## src/rtl/agu_pkg.sv

```systemverilog
package agu_pkg;
    localparam int OFS_W  = 16;
    localparam int SEG_SH = 4;
    localparam int PA_W   = OFS_W + SEG_SH;
    localparam int DSP8_W = 8;

    typedef enum logic [1:0] {
        SEG_ES = 2'd0,
        SEG_CS = 2'd1,
        SEG_SS = 2'd2,
        SEG_DS = 2'd3
    } seg_e;

    localparam logic [2:0] K_DATA  = 3'd0;
    localparam logic [2:0] K_FETCH = 3'd1;
    localparam logic [2:0] K_STACK = 3'd2;
    localparam logic [2:0] K_SSRC  = 3'd3;
    localparam logic [2:0] K_SDST  = 3'd4;

    localparam logic [1:0] B_BX = 2'd1;
    localparam logic [1:0] B_BP = 2'd2;
    localparam logic [1:0] X_SI = 2'd1;
    localparam logic [1:0] X_DI = 2'd2;
    localparam logic [1:0] D_8  = 2'd1;
    localparam logic [1:0] D_16 = 2'd2;

    typedef struct packed {
        logic             vld;
        logic [OFS_W-1:0] ea;
        seg_e             seg;
        logic [PA_W-1:0]  pa;
    } agu_out_s;
endpackage

```

## src/rtl/agu_offset.sv

```systemverilog
module agu_offset
    import agu_pkg::*;
(
    input  logic [2:0]       kind,
    input  logic [1:0]       base_sel,
    input  logic [1:0]       idx_sel,
    input  logic [1:0]       disp_mode,
    input  logic [OFS_W-1:0] disp,
    input  logic [OFS_W-1:0] bx,
    input  logic [OFS_W-1:0] bp,
    input  logic [OFS_W-1:0] si,
    input  logic [OFS_W-1:0] di,
    input  logic [OFS_W-1:0] sp,
    input  logic [OFS_W-1:0] ip,
    output logic [OFS_W-1:0] ea,
    output logic             bp_based
);
    logic [OFS_W-1:0] base_v, idx_v, disp_v;

    always_comb begin
        case (base_sel)
            B_BX:    base_v = bx;
            B_BP:    base_v = bp;
            default: base_v = '0;
        endcase
        case (idx_sel)
            X_SI:    idx_v = si;
            X_DI:    idx_v = di;
            default: idx_v = '0;
        endcase
        case (disp_mode)
            D_8:     disp_v = {{(OFS_W-DSP8_W){disp[DSP8_W-1]}}, disp[DSP8_W-1:0]};
            D_16:    disp_v = disp;
            default: disp_v = '0;
        endcase
        bp_based = (base_sel == B_BP);
        case (kind)
            K_FETCH: ea = ip;
            K_STACK: ea = sp;
            K_SSRC:  ea = si;
            K_SDST:  ea = di;
            default: ea = base_v + idx_v + disp_v;
        endcase
    end
endmodule

```

## src/rtl/agu_segsel.sv

```systemverilog
module agu_segsel
    import agu_pkg::*;
(
    input  logic [2:0]       kind,
    input  logic             bp_based,
    input  logic             ovr_valid,
    input  logic [1:0]       ovr_seg,
    input  logic [OFS_W-1:0] seg_es,
    input  logic [OFS_W-1:0] seg_cs,
    input  logic [OFS_W-1:0] seg_ss,
    input  logic [OFS_W-1:0] seg_ds,
    output seg_e             sel,
    output logic [OFS_W-1:0] sel_val
);
    logic ovr_ok;

    always_comb begin
        ovr_ok = 1'b0;
        case (kind)
            K_FETCH: sel = SEG_CS;
            K_STACK: sel = SEG_SS;
            K_SDST:  sel = SEG_ES;
            K_SSRC: begin
                sel    = SEG_DS;
                ovr_ok = 1'b1;
            end
            default: begin
                sel    = bp_based ? SEG_SS : SEG_DS;
                ovr_ok = 1'b1;
            end
        endcase
        if (ovr_ok && ovr_valid) sel = seg_e'(ovr_seg);
        case (sel)
            SEG_ES:  sel_val = seg_es;
            SEG_CS:  sel_val = seg_cs;
            SEG_SS:  sel_val = seg_ss;
            default: sel_val = seg_ds;
        endcase
    end
endmodule

```

## src/rtl/agu_top.sv

```systemverilog
module agu_top
    import agu_pkg::*;
(
    input  logic             clk,
    input  logic             rst_n,
    input  logic             in_valid,
    input  logic [2:0]       acc_kind,
    input  logic [1:0]       base_sel,
    input  logic [1:0]       idx_sel,
    input  logic [1:0]       disp_mode,
    input  logic [OFS_W-1:0] disp,
    input  logic             ovr_valid,
    input  logic [1:0]       ovr_seg,
    input  logic [OFS_W-1:0] seg_es,
    input  logic [OFS_W-1:0] seg_cs,
    input  logic [OFS_W-1:0] seg_ss,
    input  logic [OFS_W-1:0] seg_ds,
    input  logic [OFS_W-1:0] reg_bx,
    input  logic [OFS_W-1:0] reg_bp,
    input  logic [OFS_W-1:0] reg_si,
    input  logic [OFS_W-1:0] reg_di,
    input  logic [OFS_W-1:0] reg_sp,
    input  logic [OFS_W-1:0] reg_ip,
    output logic             out_valid,
    output logic [OFS_W-1:0] ea,
    output logic [1:0]       seg_used,
    output logic [PA_W-1:0]  phys
);
    logic [OFS_W-1:0] ea_c, segv_c;
    logic             bp_c;
    seg_e             seg_c;
    agu_out_s         st_d, st_q;

    agu_offset u_ofs (
        .kind(acc_kind), .base_sel(base_sel), .idx_sel(idx_sel),
        .disp_mode(disp_mode), .disp(disp),
        .bx(reg_bx), .bp(reg_bp), .si(reg_si), .di(reg_di),
        .sp(reg_sp), .ip(reg_ip), .ea(ea_c), .bp_based(bp_c)
    );

    agu_segsel u_seg (
        .kind(acc_kind), .bp_based(bp_c), .ovr_valid(ovr_valid), .ovr_seg(ovr_seg),
        .seg_es(seg_es), .seg_cs(seg_cs), .seg_ss(seg_ss), .seg_ds(seg_ds),
        .sel(seg_c), .sel_val(segv_c)
    );

    always_comb begin
        st_d     = st_q;
        st_d.vld = in_valid;
        if (in_valid) begin
            st_d.ea  = ea_c;
            st_d.seg = seg_c;
            st_d.pa  = {segv_c, {SEG_SH{1'b0}}} + {{SEG_SH{1'b0}}, ea_c};
        end
    end

    always_ff @(posedge clk) begin
        if (!rst_n) st_q <= '0;
        else        st_q <= st_d;
    end

    assign out_valid = st_q.vld;
    assign ea        = st_q.ea;
    assign seg_used  = st_q.seg;
    assign phys      = st_q.pa;

    AST_FETCH_CS: assert property (@(posedge clk) disable iff (!rst_n)
        (in_valid && acc_kind == K_FETCH) |=> (seg_used == SEG_CS && ea == $past(reg_ip)));
    AST_STACK_SS: assert property (@(posedge clk) disable iff (!rst_n)
        (in_valid && acc_kind == K_STACK) |=> (seg_used == SEG_SS && ea == $past(reg_sp)));
    AST_DST_ES: assert property (@(posedge clk) disable iff (!rst_n)
        (in_valid && acc_kind == K_SDST) |=> (seg_used == SEG_ES && ea == $past(reg_di)));
    AST_SRC_OVR: assert property (@(posedge clk) disable iff (!rst_n)
        (in_valid && acc_kind == K_SSRC && ovr_valid) |=> (seg_used == $past(ovr_seg)));
    AST_PHYS_ADD: assert property (@(posedge clk) disable iff (!rst_n)
        in_valid |=> (phys == PA_W'({$past(segv_c), {SEG_SH{1'b0}}} + {{SEG_SH{1'b0}}, ea})));
    AST_VALID_LAT: assert property (@(posedge clk) disable iff (!rst_n)
        1'b1 |=> (out_valid == $past(in_valid)));
    AST_HOLD: assert property (@(posedge clk) disable iff (!rst_n)
        !in_valid |=> ($stable(ea) && $stable(phys) && $stable(seg_used)));
endmodule

```

## config.mk

```make
export PLATFORM = sky130hd
export DESIGN_NAME = agu_top
export DESIGN_NICKNAME = d
export VERILOG_FILES = /design/src/rtl/agu_pkg.sv /design/src/rtl/agu_offset.sv /design/src/rtl/agu_segsel.sv /design/src/rtl/agu_top.sv
export SDC_FILE = /design/constraint.sdc
export NUM_CORES = 1
export LEC_CHECK = 0
export CORE_MARGIN = 3
export CORE_UTILIZATION = 39
export CTS_BUF_LIST = sky130_fd_sc_hd__clkbuf_4 sky130_fd_sc_hd__clkbuf_8 sky130_fd_sc_hd__clkbuf_16
export DETAILED_ROUTE_END_ITERATION = 16
export PLACE_DENSITY = 0.86
export SYNTH_ARGS = -nofsm -noshare
export SYNTH_HDL_FRONTEND = slang
export SYNTH_SLANG_ARGS = --single-unit
```

## constraint.sdc

```tcl
create_clock -name clk -period 6.8 [get_ports clk]
set_input_delay 1.36 -clock clk [delete_from_list [all_inputs] [get_ports clk]]
set_output_delay 1.36 -clock clk [all_outputs]
set_load 0.1 [all_outputs]
```

Word-level counts from Yosys, hierarchy flattened. Cells that the tools add are included.

Flip-flop bits (word level): 39. Logic and storage cells: 31. Output and inout port bits: 39. Bits of input ports: 191.

Add/subtract/negate cells: 3. Reduce and logical (&&, ||, !) cells: 3. Equal/unequal tests: 12. Mux-type cells: 9.

Operators by type and width (count): case mux 16 bit (2 select lines) (3); case mux 16 bit (4 select lines) (1); case mux 16 bit (3 select lines) (1); adder 16 bit (2); adder 20 x 16 -> 20 bit (1); equality test 2 x 1 -> 1 bit, second input constant (4); equality test 2 bit, second input constant (4); case mux 2 bit (4 select lines) (1); equality test 3 x 2 -> 1 bit, second input constant (2); equality test 3 x 1 -> 1 bit, second input constant (1); equality test 3 bit, second input constant (1); OR reduction 3 bit (1); zero test 2 bit (1); 2-to-1 mux 1 bit (2); 2-to-1 mux 2 bit (1); logical AND 1 bit (1).

Longest topological paths before layout.
Depth after elaboration: 8. Gate-level depth with buffers: 27. Gate-level depth less buffers: 26.

Modules after synthesis. Synthesis repeated with hierarchy kept, for this count alone.

Cell total of the unflattened synthesis: 638. Area total of the unflattened synthesis: 5088.6 µm².

Modules (own cells, without submodules): agu_offset (seq. area each 0.0 µm², cells an instance 349, area an instance 2482.4 µm², instances 1); agu_top (seq. area each 700.7 µm², cells an instance 226, area an instance 1971.9 µm², instances 1); agu_segsel (seq. area each 0.0 µm², cells an instance 63, area an instance 634.4 µm², instances 1).

Worst setup path after synthesis. OpenSTA, ideal clock, no wires.

Path type: input port to flip-flop. Start: input port base_sel[0]. End: register st_q, in the netlist phys[18]. Arrival: 6.273 ns. Data required time: 6.664 ns. Setup slack: 0.391 ns. Stages: 26. Library setup time: 0.136 ns. Path buffers: 2. Path through: inv_1 ha_1 clkbuf_1 clkbuf_1 a22oi_1 or2_2 fa_1 inv_1 ha_1 inv_1 fa_1 nor2b_1 o31a_1 a21oi_1 nand2_1 o221ai_1 fa_1 a21o_1 a21oi_1 o21bai_1 a21oi_1 nand2b_1 o21ai_1 a31o_1 a2111oi_0 a211oi_1.

Elaborated cells on any way between the ends: 14. Classes of those cells: add/sub (3); eq/ne (4); mux (6); reduce/logical (1).

RTL lines: start: declaration (RTL line agu_top.sv:8) `input logic [1:0] base_sel,`; equality test 2 bit / equality test 2 x 1 -> 1 bit (equally long branches) (RTL line agu_offset.sv:21) `case (base_sel)`; case mux 16 bit (2 select lines) * (RTL line agu_offset.sv:21); adder 16 bit * (2 in series) (RTL line agu_offset.sv:42) `default: ea = base_v + idx_v + disp_v;`; case mux 16 bit (4 select lines) * (RTL line agu_offset.sv:37) `case (kind)`; via ea_c[5] (RTL line agu_top.sv:29) `logic [OFS_W-1:0] ea_c, segv_c;`; adder 20 x 16 -> 20 bit * (RTL line agu_top.sv:53) `st_d.pa = {segv_c, {SEG_SH{1'b0}}} + {{SEG_SH{1'b0}}, ea_c};`; end signal: assignment (RTL line agu_top.sv:59) `else st_q <= st_d;`; end: declaration (RTL line agu_top.sv:32) `agu_out_s st_d, st_q;`.

The timed path passes the listed nets; every way through them passes the cells marked *. A chain may end at the register's enable or synchronous reset.

Worst setup path after layout.
Start: input port idx_sel[0]. End: register st_q, in the netlist phys[15].

Word-level cells in the longest chain between the ends: 6. Elaborated cells on any way between the ends: 7. Classes of those cells: add/sub (3); eq/ne (2); mux (2).

RTL lines: start: declaration (RTL line agu_top.sv:9) `input logic [1:0] idx_sel,`; equality test 2 bit / equality test 2 x 1 -> 1 bit (equally long branches) (RTL line agu_offset.sv:26) `case (idx_sel)`; case mux 16 bit (2 select lines) * (RTL line agu_offset.sv:26); adder 16 bit * (2 in series) (RTL line agu_offset.sv:42); case mux 16 bit (4 select lines) * (RTL line agu_offset.sv:37); via ea_c[7] (RTL line agu_top.sv:29); adder 20 x 16 -> 20 bit * (RTL line agu_top.sv:53).

Marks and branches as above.

==> run summary <==
outcome: finished clean
# setup viols final: 0
depth of the CTS H-tree: 2
P per Cell Area: 190 mW/mm²
# DRC: 0
Least-Margin Pin Slew: 1.01 ns
Hold Crit Depth: 2
largest net degree at the start of global routing: 40
Synth top area share: 0.143
CTS tree: done
Setup CP Type: input pin to flop
Leak: 3.14 nW
gpl congestion: 0.919
post-layout util: 0.627
number of I/O pins: 230
first-pass GRT wire length: 27500 µm
area grow syn2layout: 56.0%
CP startpoint kind: input pin
crit-path max FO: 5
Avg WL per Cell: 17.3 µm
maxcap violations: 0
hold crit path type: flop to flop
Pre-antenna DRT Iters: 5
largest area contributor in the netlist: dfxtp_1
vias per inst: 5.38
DRT antenna net count: 0
Post-Synthesis Cells: 588
Slew Limit Headroom: 0.324
CTS Sinks: 35
final hold viol count: 0
HPWL Detailed: 14200 µm
Initial Util: 0.402
IO Port Bufs: 229
Critical Path RT: 7.03 ns
ant diodes: 0
Worst Skew: 0 ns
vias in the first global route: 5557
die width: 118 µm
Die H: 118 µm
flops & latches, synth: 35
DRT iter0 DRCs: 454
top area cells in the synthesized netlist: dfxtp_1 14%, ha_1 7.9%, fa_1 7.0%
setup ws final: 0.360 ns
Post-Syn Area: 0.00489 mm²
clk root buf: clkbuf_16
Synth Area per Inst: 8.32 µm²
Via Count: 5293
placed instance area: 0.00742 mm²
Rows: 40
fmax: 155 MHz
maximum vdd drop: 0.000134 V
grt ovf: 0
synth warn: 0
sequential share of the synthesized area: 0.143
CP endpoint kind: flop
post-placement setup slack: -0.00966 ns
asr flop ratio synth: 0
Post-Layout Inst Area: 0.00763 mm²
Inserted Clock Buffers: 5
Worst-Skew Late Latency: 0.28 ns
layout cell share with drive strength beyond 1: 0.130
Synth Net Count: 827
Core Area: 0.0122 mm²
Tot GR Track Use: 0.241
Final Power: 1.45 mW
Synth cell types: 70
Final Critical Period: 6.44 ns
Synth Flop Type: dfxtp_1
nets@finish: 1054
Max Slew Vio Count: 0
reg2reg path depth: 4
RSZ-0062 raised after global routing: no
CTS max path bufs: 2
Post-synth EDFFs: 0
crit path DAT: 6.67 ns
Final Cycle Share: 0.947
Clock transition at path regs: 0.06 ns
drt total wl: 17000 µm
initial antenna violation count: 0
full die area: 0.0139 mm²
-- synthesized netlist by cell type (12+ instances only) --
master and number:
ha_1 31, o21ai_0 12, mux2i_1 30, a22oi_1 41, nand2_1 37, a21o_1 14
inv_1 37, or2_2 21, mux4_2 14, a21oi_1 33, nor2_1 67, nor2b_1 12
clkbuf_1 22, dfxtp_1 35, fa_1 17, xnor2_1 16
-- per-stage QoR --
step	std cells	setup TNS, ns	hold WS (ns)
after floorplan	588	0	0.905
after global placement	975	0	0.453
after detailed placement	975	-0.00966	0.458
after CTS	983	0	0.468
after global routing	984	0	0.523
final	984	0	0.468
-- cell type report --
| type | count | area (µm²) |
|---|---|---|
| fillers | 1079 | 4530 |
| multi-input cells | 476 | 3890 |
| repair buffers | 260 | 2520 |
| flip-flops and latches | 35 | 701 |
| well taps | 168 | 210 |
| clock buffers | 6 | 139 |
| inverters | 37 | 139 |
| clock inverters | 2 | 35.0 |
-- logic make-up after synthesis --
group                      after synthesis  share of synthesized area
adders and majority gates               48                      0.149
buffers and inverters                   77                     0.0703
muxes                                   54                      0.154
DFF                                     35                      0.143
AOI/OAI and AO/OA                      170                      0.256
and+or+nand+nor                        180                      0.176
xor gates and xnor gates                24                     0.0514
-- final timing paths --
path	startpoint	to	slack [ns]
setup / recovery	idx_sel[0]	phys[15]	0.36
hold / removal	phys[13]	phys[13]	0.47
setup reg to reg	phys[16]	phys[16]	5.70
hold reg to reg	phys[13]	phys[13]	0.47
-- power by group --
part / internal [mW] / total (mW) / switching, mW
clock: 0.182 / 0.274 / 0.0921
sequential: 0.236 / 0.254 / 0.0184
combinational: 0.377 / 0.923 / 0.545
total: 0.796 / 1.45 / 0.656
-- cells in the final DEF (no fill, tap or decap), drive strengths merged, types with 4 or more instances in the layout --
| master | Yosys | routed |
|---|---|---|
| o21bai | 5 | 5 |
| a21o | 14 | 14 |
| mux4 | 15 | 15 |
| a21oi | 34 | 34 |
| fa | 17 | 17 |
| nand2b | 4 | 4 |
| nor2b | 13 | 13 |
| nand3 | 7 | 7 |
| a311oi | 7 | 7 |
| nor2 | 70 | 70 |
| buf | 18 | 32 |
| o221ai | 6 | 6 |
| inv | 37 | 37 |
| clkdlybuf4s50 | 0 | 228 |
| or2 | 23 | 23 |
| mux2 | 8 | 8 |
| dfxtp | 35 | 35 |
| xor2 | 4 | 4 |
| o21a | 6 | 6 |
| o21ai | 16 | 16 |
| nand2 | 37 | 37 |
| a211oi | 9 | 9 |
| xnor2 | 20 | 20 |
| and2 | 9 | 9 |
| clkbuf | 22 | 6 |
| nor3 | 11 | 11 |
| ha | 31 | 31 |
| a22oi | 41 | 41 |
| mux2i | 31 | 31 |
-- flip-flops by register name (all words and copies together), names as in the netlist --
signal,count
ea,16
phys,16
seg_used,2
out_valid,1
-- per-layer routing --
layer	global-route usage	up-vias	part of all wire
met5	0	-	0
met4	0.0476	0	0.016
met3	0.0461	27	0.074
met2	0.425	221	0.49
met1	0.307	2455	0.42
li1	-	2590	-
-- critical path, cell delays in order --
cell	delay [ns]
clkdlybuf4s50_1	0.48
inv_1	0.05
ha_1	0.35
or2_2	0.33
fa_1	0.46
inv_1	0.07
ha_1	0.18
inv_1	0.07
fa_1	0.43
nor2b_1	0.16
o31a_1	0.19
o21a_1	0.12
nor2_1	0.05
xnor2_1	0.13
a221o_1	0.35
ha_4	0.30
nor2b_1	0.14
o21a_1	0.14
o21a_1	0.18
nand3_1	0.15
a311oi_4	0.36
o21bai_2	0.14
a2111oi_2	0.31
a311o_1	0.16
-- timing repair --
item,in CTS,in global routing
endpoints found under the hold margin,0,0
gates resized for setup,0,5
setup buffers,0,1
hold buffers,0,0
setup endpoints to repair,0,3
(Power assumes the default switching activity.)
